File: src/rtl/sdreg_bridge.sv
module sdreg_bridge #(
  parameter int AW = 8,
  parameter logic [AW-1:0] OFF_XFER = 8'h0C,
  parameter logic [AW-1:0] OFF_CLK  = 8'h2C,
  parameter logic [AW-1:0] OFF_PRES = 8'h24,
  parameter logic [AW-1:0] OFF_CAPS = 8'h40,
  parameter int HS_BIT = 21,
  parameter int CP_BIT = 16
) (
  input  logic          clk,
  input  logic          rst_n,
  input  logic          spec3,
  input  logic          hs_disable,
  input  logic          force_present,
  input  logic          h_valid,
  output logic          h_ready,
  input  logic          h_we,
  input  logic [1:0]    h_size,
  input  logic [AW-1:0] h_addr,
  input  logic [31:0]   h_wdata,
  output logic          h_ack,
  output logic [31:0]   h_rdata,
  output logic          h_err,
  output logic          b_req,
  output logic          b_we,
  output logic [AW-1:0] b_addr,
  output logic [31:0]   b_wdata,
  input  logic          b_ack,
  input  logic [31:0]   b_rdata
);
  localparam logic [AW-1:0] OFF_CMD = OFF_XFER + AW'(2);
  localparam logic [10:0]   DIV_MAX = 11'd1023;
  localparam logic [1:0]    SZ_BYTE = 2'd0;
  localparam logic [1:0]    SZ_HALF = 2'd1;

  typedef enum logic [1:0] {IDLE, RD, WR, DONE} st_t;
  st_t st;

  logic          we_q, err_q;
  logic [1:0]    size_q;
  logic [AW-1:0] addr_q;
  logic [31:0]   wdata_q, rdata_q, shadow;

  logic [4:0]    sh;
  logic [31:0]   rsh, lmask, lins, merged, rfmt, wpatch;
  logic [9:0]    dq, dclamp;
  logic [10:0]   dsum;
  logic [15:0]   clk_rd;
  logic [AW-1:0] waddr;
  logic          is_clk, h_half, h_shadow;

  assign h_ready = (st == IDLE);
  assign h_ack   = (st == DONE);
  assign h_rdata = rdata_q;
  assign h_err   = err_q;
  assign b_req   = (st == RD) || (st == WR);
  assign b_we    = (st == WR);
  assign waddr   = {addr_q[AW-1:2], 2'b00};
  assign b_addr  = waddr;
  assign b_wdata = wdata_q;

  assign h_half   = (h_size == SZ_HALF);
  assign h_shadow = h_half && (h_addr == OFF_XFER || h_addr == OFF_CMD);

  assign sh     = {addr_q[1:0], 3'b000};
  assign rsh    = b_rdata >> sh;
  assign is_clk = (size_q == SZ_HALF) && (addr_q == OFF_CLK);

  assign dq     = {1'b0, b_rdata[15:7]};
  assign clk_rd = {dq[7:0], spec3 ? dq[9:8] : 2'b00, b_rdata[5:0]};
  assign dsum   = {1'b0, spec3 ? wdata_q[7:6] : 2'b00, wdata_q[15:8]} << 1;
  assign dclamp = (dsum > DIV_MAX) ? DIV_MAX[9:0] : dsum[9:0];

  always_comb begin
    wpatch = b_rdata;
    if (waddr == OFF_CAPS && hs_disable) wpatch[HS_BIT] = 1'b0;
    if (waddr == OFF_PRES && force_present) wpatch[CP_BIT] = 1'b1;
    case (size_q)
      SZ_BYTE: rfmt = {24'h0, rsh[7:0]};
      SZ_HALF: rfmt = is_clk ? {16'h0, clk_rd} : {16'h0, rsh[15:0]};
      default: rfmt = wpatch;
    endcase
  end

  always_comb begin
    if (size_q == SZ_BYTE) begin
      lmask = 32'h0000_00FF << sh;
      lins  = {24'h0, wdata_q[7:0]} << sh;
    end else begin
      lmask = 32'h0000_FFFF << sh;
      lins  = {16'h0, wdata_q[15:0]} << sh;
    end
    merged = is_clk ? {b_rdata[31:16], dclamp, wdata_q[5:0]}
                    : ((b_rdata & ~lmask) | lins);
  end

  always_ff @(posedge clk or negedge rst_n) begin
    if (!rst_n) begin
      st      <= IDLE;
      we_q    <= 1'b0;
      err_q   <= 1'b0;
      size_q  <= 2'd0;
      addr_q  <= '0;
      wdata_q <= 32'h0;
      rdata_q <= 32'h0;
      shadow  <= 32'h0;
    end else begin
      case (st)
        IDLE: if (h_valid) begin
          we_q    <= h_we;
          size_q  <= h_size;
          addr_q  <= h_addr;
          wdata_q <= h_wdata;
          err_q   <= 1'b0;
          if (h_half && h_addr[1:0] == 2'b11) begin
            err_q <= 1'b1;
            st    <= DONE;
          end else if (h_shadow) begin
            if (!h_we) begin
              rdata_q <= {16'h0, (h_addr == OFF_XFER) ? shadow[15:0] : shadow[31:16]};
              st      <= DONE;
            end else if (h_addr == OFF_XFER) begin
              shadow[15:0] <= h_wdata[15:0];
              st           <= DONE;
            end else begin
              shadow[31:16] <= h_wdata[15:0];
              wdata_q       <= {h_wdata[15:0], shadow[15:0]};
              addr_q        <= OFF_XFER;
              st            <= WR;
            end
          end else if (h_we && h_size != SZ_BYTE && !h_half) begin
            st <= WR;
          end else begin
            st <= RD;
          end
        end
        RD: if (b_ack) begin
          if (we_q) begin
            wdata_q <= merged;
            st      <= WR;
          end else begin
            rdata_q <= rfmt;
            st      <= DONE;
          end
        end
        WR: if (b_ack) st <= DONE;
        default: st <= IDLE;
      endcase
    end
  end
endmodule

File: config.mk
export PLATFORM = sky130hd
export DESIGN_NAME = sdreg_bridge
export DESIGN_NICKNAME = d
export VERILOG_FILES = /design/src/rtl/sdreg_bridge.sv
export SDC_FILE = /design/constraint.sdc
export NUM_CORES = 1
export LEC_CHECK = 0
export CORE_MARGIN = 5
export CORE_UTILIZATION = 45
export CTS_BUF_LIST = sky130_fd_sc_hd__clkbuf_8 sky130_fd_sc_hd__clkbuf_16
export DETAILED_ROUTE_END_ITERATION = 10
export PLACE_DENSITY_LB_ADDON = 0.1
export SYNTH_ARGS = -nofsm -noshare
export SYNTH_HDL_FRONTEND = slang
export SYNTH_SLANG_ARGS = --single-unit
File: constraint.sdc
create_clock -name clk -period 6.7 [get_ports clk]
set_input_delay 1.005 -clock clk [delete_from_list [all_inputs] [get_ports clk]]
set_output_delay 1.005 -clock clk [all_outputs]
set_load 0.005 [all_outputs]
==> results <==
- The worst endpoint required time is 6950 ps.
- In this run the count of I/O pins placed on the die edge is approximately 160.
- The number of antenna cells inserted is 0.
- For this configuration, the core starts out at a cell density of 0.454.
- Timing analysis after detailed placement gives a worst setup slack of around 2800 ps.
- The share of total power dissipated in the clock network is 0.172.
- At the later pin of the worst-skew pair, clock insertion delay measures ~360 ps.
- The width of the die is 130 µm.
- The row count is 44.
- Across the whole layout, storage elements account for 0.00275 mm².
- The first global-routing pass estimated 32800 µm of wire.
- Gates resized during post-CTS repair numbered 0.
- Counting the fill cells in the layout gives 1258.
- The congestion estimate from routability-driven global placement came to approximately 0.95.
- At the worst endpoint, the arrival time is 3850 ps.
- Compared with the post-synthesis result, the final layout area differs by 29.0%.
- The biggest cell delay along the critical path is 570 ps.
- The post-synthesis register bit count is 110.
- The initial antenna violation count is 0.
- The min-delay analysis places its worst path in the category reg2reg.
- Of the total power, combinational logic draws 0.514.
- The largest net degree at the start of global routing is 65.
- The capture endpoint of the worst hold path is h_rdata[31].
- The clock transition time at the flip-flop clock pins of the worst setup and hold paths is ~70 ps.
- Measured in cells, the most critical reg-to-reg path has a length of 9.
- Once detail routing completed, the nets flagged for antenna violations numbered 0.
- The startpoint identified for the worst register-to-register timing path is st[1].
- Dividing the synthesized area by the synthesized cell count gives 9.21 µm².
- The share of synthesized area in the top cell type comes to 0.422.
- The signal on the critical path passes through inv_1, ha_2, buf_4, nor2_1, a211o_1, buf_4, nor2_1, o21ai_1, a22o_1.
- The area of the multi-input gates is ~0.0034 mm².
- The total overflow left after global routing is 0.
- The sequential share of power is 0.313.
- In the post-synthesis netlist, the cell with the most instances is nand2_1.
- The total length of routed wires is 21300 µm.
- The final count of hold timing violations is 0.
- Before antenna repair, the detailed router went through 5 iterations.
- The H-tree generated during clock tree synthesis spans 3 levels.
- Using the TritonRoute via totals, the vias-per-cell ratio works out to 5.91.
- The worst hold slack is about 480 ps.
- The count of buffers added on input and output ports is 156.
- The final setup TNS is 0 ps.
- The maximum clock insertion buffer count is 2.
- For this run, the number of Yosys warnings is 0.
- The reg-to-reg setup timing slack is 3100 ps.
- For this design, the CTS-stage hold fixing added 0 buffers.
- Of the synthesized area, sequential elements account for 0.422.
- The synthesized design spends more area on one cell type than any other, namely dfrtp_1.
- The leakage dissipation is 3.71 nW.
- Ranked by total cell area, the synthesized netlist is headed by dfrtp_1 (42%), mux2_2 (9.2%), nand2_1 (7.9%).
- The post-CTS setup-driven buffer insertion count is 0.
- In the final layout, the share of cells above drive strength 1 is 0.112.
- The core utilization of the finished layout is 0.586.
- For this run, the post-layout net count is 906.
- Yosys mapped a number of flops with a built-in enable equal to 0.
- The measured slew at the worst slew-check pin is 1100 ps.
- The via count of the first global-routing pass is 5833.
- The start point of the worst hold path is h_rdata[31].
- After detailed routing, the number of remaining DRC violations is 0.
- After detailed routing, the average wire length per cell comes to 21.1 µm.
- The setup path with the least slack is of type reg2reg.
- The critical path buffer and inverter count is 3.
- In this run the tightest slew margin relative to its limit is 0.268.
- In this run the cell area of the synthesized design comes to 0.00652 mm².
- The vertical die dimension is 130 µm.
- VDD sags by at most 0.366 mV.
- The overall die area is around 0.017 mm².
- The total number of vias is between 5k and 6k.
- The peak clock frequency supported by timing is about 280 MHz.
- The worst path meets setup with 3100 ps of slack.
- In the synthesized netlist the async set-or-reset flop fraction comes to 1.00.
- The total power per unit cell area is 425 mW/mm².
- The worst setup path is launched from a register.
- Among all flip-flop cells after synthesis, the most frequent one is dfrtp_1.
- The switching share of total power is 0.404.
- The total area inside the core boundary comes to 0.0144 mm².
- In this run the power spent charging and discharging nets is ~1.4 mW.
- In the global route stage, overall resource usage came out at 0.253.
- Setup repair after global routing left no endpoint under its margin.
- The sort of element at the end of the critical path is a register.
- The internal power summed over all cells is 2.13 mW.
- The number of maximum-capacitance constraint violations is 0.
- Between clock sinks in the finished design, the worst skew comes to 8.69 ps.
- The overall power consumption is 3.58 mW.
- The number of failing setup endpoints in the final timing report is 0.
- The number of clock buffers inserted by TritonCTS is 9.
- The final HPWL from detailed placement is 15600 µm.
- The final number of max-transition violations was 0.
- The largest individual stage delay along the critical path comes from the cell buf_4.
- The maximum fanout encountered on the critical timing path is 56.
- The clock tree root buffer cell is clkbuf_16.
- The violation count after the first detailed-routing iteration is between 400 and 500.
- The time the worst path needs with I/O delays and setup is about 3600 ps.
- After synthesis, the most frequently instantiated cells are nand2_1 (137), dfrtp_1 (110), o21ai_0 (70), mux2_2 (53), clkbuf_1 (36).
- Synthesis produced 708 cells.
- The final clock period utilization by the worst path is 0.538.
- The unique cell type count in the Yosys netlist is 55.
- TritonCTS built the clock tree.
- Clock tree synthesis found a total of 110 sinks.
- The worst register-to-register path ends at b_wdata[3].
- The run finished with clean final reports.
- The kind of cell with the highest combined delay along the critical path is compound AO/OA/AOI/OAI gates.
- The worst hold path was traced through 2 stages.
[worst max-delay path by stage]
stage                          from          end  slack, ps  cells after the start
final                         st[1]   b_wdata[3]       3100                      9
after global routing          st[1]   b_wdata[5]       2860                      9
after CTS                     st[1]   b_wdata[3]       3120                      9
after detailed placement  h_addr[4]  h_rdata[13]       2850                      6
after global placement    h_addr[4]   shadow[25]       2910                      6
after floorplan           h_addr[4]   shadow[22]       3730                      7
[state kept, by name, summed over array words and instances (netlist names)]
signal / flops
st: 2
b_wdata: 32
addr_q: 8
we_q: 1
h_rdata: 32
h_err: 1
size_q: 2
shadow: 32
[metrics by stage]
stage	area (µm²)	std cells
finish	8410	1009
global route	8410	1009
CTS	8410	1009
detailed placement	8070	993
global placement	8070	993
floorplan	6530	709
[power by group through the flow]
stage,Combinational (mW),Sequential [mW],Clock [mW]
floorplan,1.09,1.05,0
global route,2.01,1.15,0.656
finish,1.84,1.12,0.616
detailed placement,1.83,1.13,0
global placement,1.80,1.12,0
CTS,1.84,1.12,0.627
[layer usage]
metal	track usage	part of all wire	vias to the layer above
met4	0.0950	0.027	0
met1	0.354	0.43	2920
met2	0.398	0.46	264
met5	0	0	-
met3	0.0439	0.081	32
li1	-	-	2749
[area by class of cell]
| class | instances | share of cell area |
|---|---|---|
| multi-input combinational | 515 | 0.403 |
| inverter | 20 | 0.00892 |
| tap | 184 | 0.0274 |
| sequential | 110 | 0.327 |
| clock inverter | 6 | 0.0129 |
| timing repair buffer | 164 | 0.192 |
| clock buffer | 10 | 0.0284 |
[tightest hold or removal path, delay by kind of cell, from the launching register on]
family / cells / cell delay [ps]
flip-flops: 1 / 340
AO/OA/AOI/OAI: 1 / 60
AND/OR/NAND/NOR: 1 / 50
[cells by family after synthesis]
kind of cell / count (synthesis) / synth area share
flip-flops: 110 / 0.422
other: 1 / 0.000575
AND/OR/NAND/NOR: 210 / 0.146
multiplexers: 91 / 0.154
AO/OA/AOI/OAI: 208 / 0.211
buffers and inverters: 84 / 0.0597
adder cells (fa/ha/maj): 4 / 0.00767
[cell usage in the layout, fill, tap and decap left out, types with 11 or more instances in the layout]
master / instances
o21ai_1: 11
a31oi_1: 16
o21ai_0: 70
nand2_1: 136
o211ai_1: 14
mux2_2: 53
inv_1: 20
clkdlybuf4s50_1: 155
a22o_1: 14
nor2_1: 19
mux2i_1: 33
a21oi_1: 13
dfrtp_1: 110
No activity file was read; power rests on OpenSTA's default activity.
